--- src/rtl/uart_rx_pkg.sv ---
package uart_rx_pkg;
  localparam int DATA_W  = 8;
  localparam int WORD_W  = 12;
  localparam int NUM_EVT = 3;
  localparam int EVT_OVR = 0;
  localparam int EVT_THR = 1;
  localparam int EVT_TMO = 2;

  typedef struct packed {
    logic              valid;
    logic              ferr;
    logic              perr;
    logic              brk;
    logic [DATA_W-1:0] data;
  } rx_word_t;

  typedef enum logic [2:0] {
    S_IDLE, S_START, S_DATA, S_PAR, S_STOP1, S_STOP2, S_HOLD
  } rx_state_t;
endpackage

--- src/rtl/uart_rx_frame.sv ---
module uart_rx_frame
  import uart_rx_pkg::*;
(
  input  logic       clk_i,
  input  logic       rst_ni,
  input  logic       tick_i,
  input  logic       rxd_i,
  input  logic       rx_en_i,
  input  logic [1:0] char_len_i,
  input  logic       par_en_i,
  input  logic       par_odd_i,
  input  logic       two_stop_i,
  output logic       push_o,
  output rx_word_t   word_o
);
  logic [1:0]        sync_q;
  logic              rxs;
  rx_state_t         state_q;
  logic [3:0]        os_q;
  logic [2:0]        idx_q;
  logic [DATA_W-1:0] shift_q;
  logic              par_acc_q, perr_q, ferr_q, low_q;
  logic [2:0]        last_idx;

  assign rxs      = sync_q[1];
  assign last_idx = {1'b1, char_len_i};

  always_ff @(posedge clk_i or negedge rst_ni) begin
    if (!rst_ni) sync_q <= 2'b11;
    else         sync_q <= {sync_q[0], rxd_i};
  end

  always_ff @(posedge clk_i or negedge rst_ni) begin
    if (!rst_ni) begin
      state_q   <= S_IDLE;
      os_q      <= '0;
      idx_q     <= '0;
      shift_q   <= '0;
      par_acc_q <= 1'b0;
      perr_q    <= 1'b0;
      ferr_q    <= 1'b0;
      low_q     <= 1'b0;
      push_o    <= 1'b0;
      word_o    <= '0;
    end else begin
      push_o <= 1'b0;
      if (!rx_en_i) begin
        state_q <= S_IDLE;
      end else if (tick_i) begin
        case (state_q)
          S_IDLE: if (!rxs) begin
            state_q <= S_START;
            os_q    <= '0;
          end
          S_START: begin
            if (os_q == 4'd7) begin
              os_q <= '0;
              if (rxs) state_q <= S_IDLE;  // glitch
              else begin
                state_q   <= S_DATA;
                idx_q     <= '0;
                shift_q   <= '0;
                par_acc_q <= 1'b0;
                perr_q    <= 1'b0;
                low_q     <= 1'b1;
              end
            end else os_q <= os_q + 4'd1;
          end
          S_DATA: begin
            if (os_q == 4'd15) begin
              os_q           <= '0;
              shift_q[idx_q] <= rxs;
              par_acc_q      <= par_acc_q ^ rxs;
              low_q          <= low_q & ~rxs;
              if (idx_q == last_idx) state_q <= par_en_i ? S_PAR : S_STOP1;
              else                   idx_q   <= idx_q + 3'd1;
            end else os_q <= os_q + 4'd1;
          end
          S_PAR: begin
            if (os_q == 4'd15) begin
              os_q    <= '0;
              perr_q  <= (par_acc_q ^ rxs) != par_odd_i;
              low_q   <= low_q & ~rxs;
              state_q <= S_STOP1;
            end else os_q <= os_q + 4'd1;
          end
          S_STOP1: begin
            if (os_q == 4'd15) begin
              os_q <= '0;
              if (low_q && !rxs) begin
                push_o  <= 1'b1;
                word_o  <= '{valid: 1'b1, ferr: 1'b0, perr: 1'b0, brk: 1'b1, data: '0};
                state_q <= S_HOLD;
              end else if (two_stop_i) begin
                ferr_q  <= ~rxs;
                state_q <= S_STOP2;
              end else begin
                push_o  <= 1'b1;
                word_o  <= '{valid: 1'b1, ferr: ~rxs, perr: perr_q, brk: 1'b0, data: shift_q};
                state_q <= rxs ? S_IDLE : S_HOLD;
              end
            end else os_q <= os_q + 4'd1;
          end
          S_STOP2: begin
            if (os_q == 4'd15) begin
              os_q    <= '0;
              push_o  <= 1'b1;
              word_o  <= '{valid: 1'b1, ferr: ferr_q | ~rxs, perr: perr_q, brk: 1'b0, data: shift_q};
              state_q <= rxs ? S_IDLE : S_HOLD;
            end else os_q <= os_q + 4'd1;
          end
          S_HOLD: if (rxs) state_q <= S_IDLE;
          default: state_q <= S_IDLE;
        endcase
      end
    end
  end

  p_push_gap_r7: assert property (@(posedge clk_i) disable iff (!rst_ni)
    push_o |=> !push_o);
  p_brk_zero_r5: assert property (@(posedge clk_i) disable iff (!rst_ni)
    (push_o && word_o.brk) |-> (word_o.data == '0 && !word_o.ferr && !word_o.perr));
  p_rx_off_r12: assert property (@(posedge clk_i) disable iff (!rst_ni)
    !rx_en_i |=> !push_o);
endmodule

--- src/rtl/uart_rx_queue.sv ---
module uart_rx_queue #(
  parameter int DEPTH  = 16,
  parameter int WORD_W = 12,
  localparam int AW    = $clog2(DEPTH),
  localparam int CNT_W = AW + 1
) (
  input  logic              clk_i,
  input  logic              rst_ni,
  input  logic              clear_i,
  input  logic              push_i,
  input  logic [WORD_W-1:0] wdata_i,
  input  logic              pop_i,
  output logic [WORD_W-1:0] rdata_o,
  output logic [CNT_W-1:0]  level_o,
  output logic              push_ok_o,
  output logic              pop_ok_o,
  output logic              drop_o
);
  logic [WORD_W-1:0] mem_q [DEPTH];
  logic [AW-1:0]     wr_q, rd_q;
  logic [CNT_W-1:0]  cnt_q;
  logic              full, empty;

  assign full      = cnt_q == CNT_W'(DEPTH);
  assign empty     = cnt_q == '0;
  assign push_ok_o = push_i && !full && !clear_i;
  assign pop_ok_o  = pop_i && !empty && !clear_i;
  assign drop_o    = push_i && full && !clear_i;
  assign level_o   = cnt_q;
  assign rdata_o   = empty ? '0 : mem_q[rd_q];

  function automatic logic [AW-1:0] nxt(input logic [AW-1:0] p);
    return (p == AW'(DEPTH - 1)) ? '0 : p + AW'(1);
  endfunction

  always_ff @(posedge clk_i) begin
    if (push_ok_o) mem_q[wr_q] <= wdata_i;
  end

  always_ff @(posedge clk_i or negedge rst_ni) begin
    if (!rst_ni) begin
      wr_q  <= '0;
      rd_q  <= '0;
      cnt_q <= '0;
    end else if (clear_i) begin
      wr_q  <= '0;
      rd_q  <= '0;
      cnt_q <= '0;
    end else begin
      if (push_ok_o) wr_q <= nxt(wr_q);
      if (pop_ok_o)  rd_q <= nxt(rd_q);
      cnt_q <= cnt_q + CNT_W'(push_ok_o) - CNT_W'(pop_ok_o);
    end
  end

  p_no_overflow_r7: assert property (@(posedge clk_i) disable iff (!rst_ni)
    cnt_q <= CNT_W'(DEPTH));
  p_drop_keeps_r8: assert property (@(posedge clk_i) disable iff (!rst_ni)
    (drop_o && !pop_i) |=> (cnt_q == CNT_W'(DEPTH)));
  p_clear_empty_r12: assert property (@(posedge clk_i) disable iff (!rst_ni)
    clear_i |=> (cnt_q == '0));
endmodule

--- src/rtl/uart_rx_irq.sv ---
module uart_rx_irq
  import uart_rx_pkg::*;
#(
  parameter int CNT_W = 5,
  parameter int TMO_W = 4
) (
  input  logic               clk_i,
  input  logic               rst_ni,
  input  logic               tick_i,
  input  logic [CNT_W-1:0]   level_i,
  input  logic               push_i,
  input  logic               pop_i,
  input  logic               drop_i,
  input  logic               clear_i,
  input  logic [CNT_W-1:0]   thresh_i,
  input  logic [TMO_W-1:0]   tmo_chars_i,
  input  logic [1:0]         char_len_i,
  input  logic               par_en_i,
  input  logic               two_stop_i,
  input  logic [NUM_EVT-1:0] mask_i,
  output logic [NUM_EVT-1:0] stat_o,
  output logic               irq_o
);
  logic             ovr_q, tmo_q;
  logic [7:0]       tick_cnt_q;
  logic [TMO_W-1:0] chr_cnt_q;
  logic [3:0]       bits_per_char;
  logic [7:0]       char_ticks;
  logic [NUM_EVT-1:0] masked;

  assign bits_per_char = 4'd7 + {2'b00, char_len_i} + {3'b000, par_en_i} + {3'b000, two_stop_i};
  assign char_ticks    = {bits_per_char, 4'b0000};

  always_ff @(posedge clk_i or negedge rst_ni) begin
    if (!rst_ni)      ovr_q <= 1'b0;
    else if (clear_i) ovr_q <= 1'b0;
    else if (drop_i)  ovr_q <= 1'b1;
  end

  always_ff @(posedge clk_i or negedge rst_ni) begin
    if (!rst_ni) begin
      tick_cnt_q <= '0;
      chr_cnt_q  <= '0;
      tmo_q      <= 1'b0;
    end else if (clear_i || level_i == '0 || push_i || pop_i) begin
      tick_cnt_q <= '0;
      chr_cnt_q  <= '0;
      tmo_q      <= 1'b0;
    end else begin
      if (tick_i) begin
        if (tick_cnt_q == char_ticks - 8'd1) begin
          tick_cnt_q <= '0;
          if (chr_cnt_q != '1) chr_cnt_q <= chr_cnt_q + TMO_W'(1);
        end else tick_cnt_q <= tick_cnt_q + 8'd1;
      end
      if (tmo_chars_i != '0 && chr_cnt_q >= tmo_chars_i) tmo_q <= 1'b1;
    end
  end

  assign stat_o[EVT_OVR] = ovr_q;
  assign stat_o[EVT_THR] = level_i > thresh_i;
  assign stat_o[EVT_TMO] = tmo_q;

  for (genvar g = 0; g < NUM_EVT; g++) begin : g_mask
    assign masked[g] = stat_o[g] & mask_i[g];
  end
  assign irq_o = |masked;

  p_ovr_sticky_r8: assert property (@(posedge clk_i) disable iff (!rst_ni)
    (ovr_q && !clear_i) |=> ovr_q);
  p_tmo_empty_r10: assert property (@(posedge clk_i) disable iff (!rst_ni)
    (level_i == '0) |=> !tmo_q);
  p_irq_quiet_r11: assert property (@(posedge clk_i) disable iff (!rst_ni)
    (mask_i == '0) |-> !irq_o);
endmodule

--- src/rtl/uart_rx_fifo_irq.sv ---
module uart_rx_fifo_irq
  import uart_rx_pkg::*;
#(
  parameter int DEPTH  = 16,
  parameter int TMO_W  = 4,
  localparam int CNT_W = $clog2(DEPTH) + 1
) (
  input  logic               clk_i,
  input  logic               rst_ni,
  input  logic               tick_i,
  input  logic               rxd_i,
  input  logic               rx_en_i,
  input  logic [1:0]         char_len_i,
  input  logic               par_en_i,
  input  logic               par_odd_i,
  input  logic               two_stop_i,
  input  logic               fifo_rst_i,
  input  logic               pop_i,
  input  logic [CNT_W-1:0]   thresh_i,
  input  logic [TMO_W-1:0]   tmo_chars_i,
  input  logic [NUM_EVT-1:0] irq_mask_i,
  output logic [WORD_W-1:0]  rd_word_o,
  output logic               not_empty_o,
  output logic [NUM_EVT-1:0] irq_stat_o,
  output logic               irq_o
);
  logic             fr_push;
  rx_word_t         fr_word;
  logic [CNT_W-1:0] level;
  logic             push_ok, pop_ok, drop;

  uart_rx_frame u_frame (
    .clk_i, .rst_ni, .tick_i, .rxd_i, .rx_en_i, .char_len_i,
    .par_en_i, .par_odd_i, .two_stop_i,
    .push_o (fr_push),
    .word_o (fr_word)
  );

  uart_rx_queue #(.DEPTH(DEPTH), .WORD_W(WORD_W)) u_queue (
    .clk_i, .rst_ni,
    .clear_i   (fifo_rst_i),
    .push_i    (fr_push),
    .wdata_i   (fr_word),
    .pop_i     (pop_i),
    .rdata_o   (rd_word_o),
    .level_o   (level),
    .push_ok_o (push_ok),
    .pop_ok_o  (pop_ok),
    .drop_o    (drop)
  );

  uart_rx_irq #(.CNT_W(CNT_W), .TMO_W(TMO_W)) u_irq (
    .clk_i, .rst_ni, .tick_i,
    .level_i     (level),
    .push_i      (push_ok),
    .pop_i       (pop_ok),
    .drop_i      (drop),
    .clear_i     (fifo_rst_i),
    .thresh_i    (thresh_i),
    .tmo_chars_i (tmo_chars_i),
    .char_len_i  (char_len_i),
    .par_en_i    (par_en_i),
    .two_stop_i  (two_stop_i),
    .mask_i      (irq_mask_i),
    .stat_o      (irq_stat_o),
    .irq_o       (irq_o)
  );

  assign not_empty_o = level != '0;

  p_valid_flag_r7: assert property (@(posedge clk_i) disable iff (!rst_ni)
    not_empty_o |-> rd_word_o[WORD_W-1]);
endmodule

--- config.mk ---
export PLATFORM = sky130hd
export DESIGN_NAME = uart_rx_fifo_irq
export DESIGN_NICKNAME = d
export VERILOG_FILES = /design/src/rtl/uart_rx_pkg.sv /design/src/rtl/uart_rx_frame.sv /design/src/rtl/uart_rx_queue.sv /design/src/rtl/uart_rx_irq.sv /design/src/rtl/uart_rx_fifo_irq.sv
export SDC_FILE = /design/constraint.sdc
export NUM_CORES = 1
export LEC_CHECK = 0
export BUFFER_PORTS_ARGS = -buffer_cell sky130_fd_sc_hd__buf_4
export CAP_MARGIN = 15
export CELL_PAD_IN_SITES_DETAIL_PLACEMENT = 0
export CELL_PAD_IN_SITES_GLOBAL_PLACEMENT = 2
export CORE_MARGIN = 4
export CORE_UTILIZATION = 30
export CTS_BUF_LIST = sky130_fd_sc_hd__clkbuf_8
export DETAILED_ROUTE_END_ITERATION = 12
export MAX_ROUTING_LAYER = met4
export PLACE_DENSITY = 0.68
export SLEW_MARGIN = 20
export SYNTH_ARGS = -nofsm -noshare
export SYNTH_HDL_FRONTEND = slang
export SYNTH_HIERARCHICAL = 1
export SYNTH_SLANG_ARGS = --single-unit
--- constraint.sdc ---
create_clock -name clk_i -period 2.67 [get_ports clk_i]
set_input_delay 0.267 -clock clk_i [delete_from_list [all_inputs] [get_ports clk_i]]
set_output_delay 0.267 -clock clk_i [all_outputs]
set_load 0.02 [all_outputs]
==> impl_results.md <==
- Status: finished, violations left
- Failing checks: setup timing
- Hold endpoint: u_queue/level_o[1]
- Clk_lat worst skew: 0.55 ns
- Critical path fanouts, max: 6
- Clk sink count: 256
- Slew HR: 0.396
- Worst endpoint required time: 2.40 ns
- Sequential-to-total area share from yosys stat: 0.640
- CTS Buffer Depth: 3
- GRT Overall Usage: 0.127
- Area share of the largest cell type after synthesis: 0.500
- Ports: 41
- Initial antenna violation count: 0
- Mux contribution to synthesized area: 0.107
- Most common cell in the netlist: edfxtp_1
- 1st-iter DRT viols: 367
- GP Congestion: 0.741
- RSZ-0062 raised after global routing: true
- Slack of the critical path: -0.160 ns
- DR DRC count: 0
- Synth Area in Simple Gates: 0.0859
- FILL cells: 3552
- Main combinational cell family by area after synthesis: multiplexers
- R2R setup slack: -0.11 ns
- Avg WL per Cell: 17.8 µm
- Hold Path Stages: 2
- Cell taking the most area after synthesis: edfxtp_1
- Pwr per Cell Area: 759 nW/µm²
- CP Capture Type: primary output
- Routed vias: 6670
- Async SR Flop Fraction: 0.250
- Initial Utilization: 0.305
- CTS H-tree lvls: 2
- Antenna fix cells: 0
- Global route overflow: 0
- Post-route cell area: 14000 µm²
- Vias in the first global route: 7122
- Post-synth top cells: 192 x edfxtp_1, 62 x dfrtp_1, 46 x nand2_1, 37 x a21oi_1, 36 x inv_1
- Final setup vio count: 13
- Max-cap violations: 0
- Share of layout cells above drive strength 1: 0.270
- Num CTS Buffers: 44
- Largest net degree at the start of global routing: 65
- CTS root buffer: clkbuf_8
- Core area: 37800 µm²
- Fin. max-slew vios: 0
- Synth Area in Compound Gates: 0.0805
- I/O Buffers: 40
- Die span in x: 204 µm
- Final design utilization: 0.370
- Worst R2R Start: u_queue/level_o[3]
- Hold path startpoint: fifo_rst_i
- Yosys cell types: 73
- Crit path from: u_queue/level_o[3]
- Die Y: 204 µm
- Warnings, synthesis: 6
- # rows: 71
- Peak VDD IR: 0.303 mV
- Final Hold Viols: 0
- DP Area: 12700 µm²
- Slew @ Worst Pin: 0.907 ns
- Fmax: 0.353 GHz
- Mapped Cells: 753
- Layout Nets: 921
- Tcrit/Tclk final: 1.06
- WP data arrival: 2.56 ns
- First drt pass iteration count: 7
- Capture point of the worst reg-to-reg path: u_queue/level_o[4]
- Class of the worst hold path: in2reg
- Synthesized area per cell: 15.3 µm²
- Die Outline Area: 41600 µm²
- Synth Cell Area: 11500 µm²
- Drt via density: 4.72
- CP Class: reg2out
- Post-Synth XOR/XNOR Area: 0.0194
- EDFF count, synth: 192
- R2R depth: 15
- HPWL after detailed placement: 15700 µm
- Top FF cell, synth: edfxtp_1
- Synthesis-stage register bit count: 256
- Leakage: 5.05 nW
- Setup crit start kind: flip-flop
- Min Tclk post-route: 2.83 ns
- Worst-path clk slew: 0.05 ns
- CTS tree: done
- Detail Route Antenna Nets: 0
- Adder-Cell Fraction of Synth Area: 0.0339
- Synth Net Count: 807
- Area contributors post-synth: edfxtp_1 50%, dfrtp_1 13%, mux4_2 6.3%
- Final WL: 25200 µm
- Global-route wire length before repair: 40900 µm
- Synthesis-to-finish area growth: 21.4%
- Clk_skew: 0.0214 ns
[area by class of cell]
type / instances / area [µm²] / area share
clock buffer: 45 / 619 / 0.0443
clock inverter: 37 / 265 / 0.0190
inverter: 36 / 135 / 0.00966
multi-input combinational: 425 / 3990 / 0.285
sequential: 256 / 7370 / 0.527
tap: 511 / 639 / 0.0457
timing repair buffer: 104 / 963 / 0.0689
[flip-flops by register name, summed over array words and instances (netlist names), 3 cells and up]
| signal | cells |
|---|---|
| u_frame/idx_q | 3 |
| u_frame/os_q | 4 |
| u_frame/shift_q | 8 |
| u_frame/state_q | 3 |
| u_frame/word_o | 12 |
| u_irq/chr_cnt_q | 4 |
| u_irq/tick_cnt_q | 8 |
| u_queue/level_o | 5 |
| u_queue/mem_q | 192 |
| u_queue/rd_q | 4 |
| u_queue/wr_q | 4 |
[stage by stage]
stage / setup TNS, ns / hold WS, ns / std cells / total power, mW / setup WS (ns)
after floorplan: -0.0793 / -0.0286 / 753 / 6.14 / -0.0793
after global placement: -0.344 / 0.346 / 1315 / 6.74 / -0.0944
after detailed placement: -0.789 / 0.348 / 1315 / 6.74 / -0.141
after CTS: -2.38 / 0.0200 / 1411 / 10.7 / -0.193
after global routing: -3.02 / 0.0550 / 1414 / 11.2 / -0.246
final: -1.75 / 0.0684 / 1414 / 10.6 / -0.160
[per-layer routing]
| layer | GRT usage | part of all wire | vias up |
|---|---|---|---|
| met5 | - | 0 | - |
| met1 | 0.176 | 0.47 | 3358 |
| met3 | 0.0205 | 0.036 | 38 |
| met4 | 0.0345 | 0.021 | 0 |
| met2 | 0.196 | 0.47 | 107 |
| li1 | - | - | 3167 |
[worst max-delay path by stage]
stage | slack [ns] | to | depth (start not counted)
floorplan | -0.08 | u_queue/level_o[4] | 15
global placement | -0.09 | u_irq/chr_cnt_q[0] | 13
detailed placement | -0.14 | u_irq/chr_cnt_q[0] | 13
CTS | -0.19 | rd_word_o[10] | 9
global route | -0.25 | rd_word_o[5] | 7
finish | -0.16 | rd_word_o[0] | 9
[power breakdown]
group          switching (mW)  leakage, nW  total (mW)  internal, mW
Sequential              0.191         2.54        4.55          4.35
Combinational            1.22         2.00        2.51          1.29
Clock                    1.58        0.509        3.56          1.97
[critical path, cell delays in order (launching register included)]
cell,delay [ns]
dfrtp_1,0.39
inv_2,0.08
ha_4,0.13
or4b_4,0.48
buf_8,0.17
nand2b_4,0.11
buf_12,0.15
a21oi_4,0.04
a221o_1,0.31
buf_6,0.15
[repair_timing]
| action | 4_1_cts | 5_1_grt |
|---|---|---|
| pin swaps | 8 | 16 |
| gates cloned | 3 | 1 |
| gates resized for setup | 40 | 26 |
| endpoints found under the hold margin | 68 | 0 |
| hold buffers | 6 | 0 |
| setup buffers | 5 | 5 |
| setup endpoints to repair | 14 | 18 |
[kinds of logic (layout without fill, tap and decap cells)]
logic type	Yosys count	after routing
DFF	256	256
and+or+nand+nor	178	180
AOI/OAI and AO/OA	135	135
buffers and inverters	74	222
muxes	57	57
adders and majority gates	30	30
xor gates and xnor gates	23	23
[cells in the final DEF (no fill, tap or decap), types with 4 or more instances in the layout]
cell type | Yosys | layout
edfxtp_1 | 192 | 192
buf_4 | 4 | 73
dfrtp_1 | 62 | 60
inv_1 | 36 | 47
nand2_1 | 46 | 45
clkbuf_8 | 0 | 45
mux4_2 | 32 | 32
nor2_1 | 32 | 31
ha_1 | 28 | 25
a21oi_1 | 37 | 24
nand2b_1 | 25 | 24
o21ai_0 | 22 | 21
buf_6 | 5 | 16
mux4_1 | 16 | 16
o31ai_1 | 13 | 13
nand3_1 | 12 | 12
a221o_1 | 12 | 12
nor3_1 | 16 | 11
clkinv_1 | 0 | 11
xor2_1 | 11 | 11
a22o_1 | 10 | 10
xnor2_1 | 9 | 9
nor2b_1 | 9 | 8
mux2i_1 | 7 | 7
a21oi_2 | 0 | 7
dlygate4sd3_1 | 0 | 6
buf_12 | 3 | 6
a21o_1 | 6 | 6
a21oi_4 | 0 | 6
clkinv_2 | 0 | 5
o21a_1 | 5 | 5
a31oi_1 | 5 | 5
nor3_2 | 0 | 5
bufinv_16 | 0 | 4
o2bb2ai_1 | 4 | 4
or3_1 | 4 | 4
nand4_1 | 4 | 4
inv_2 | 0 | 4
(Power assumes the default switching activity.)
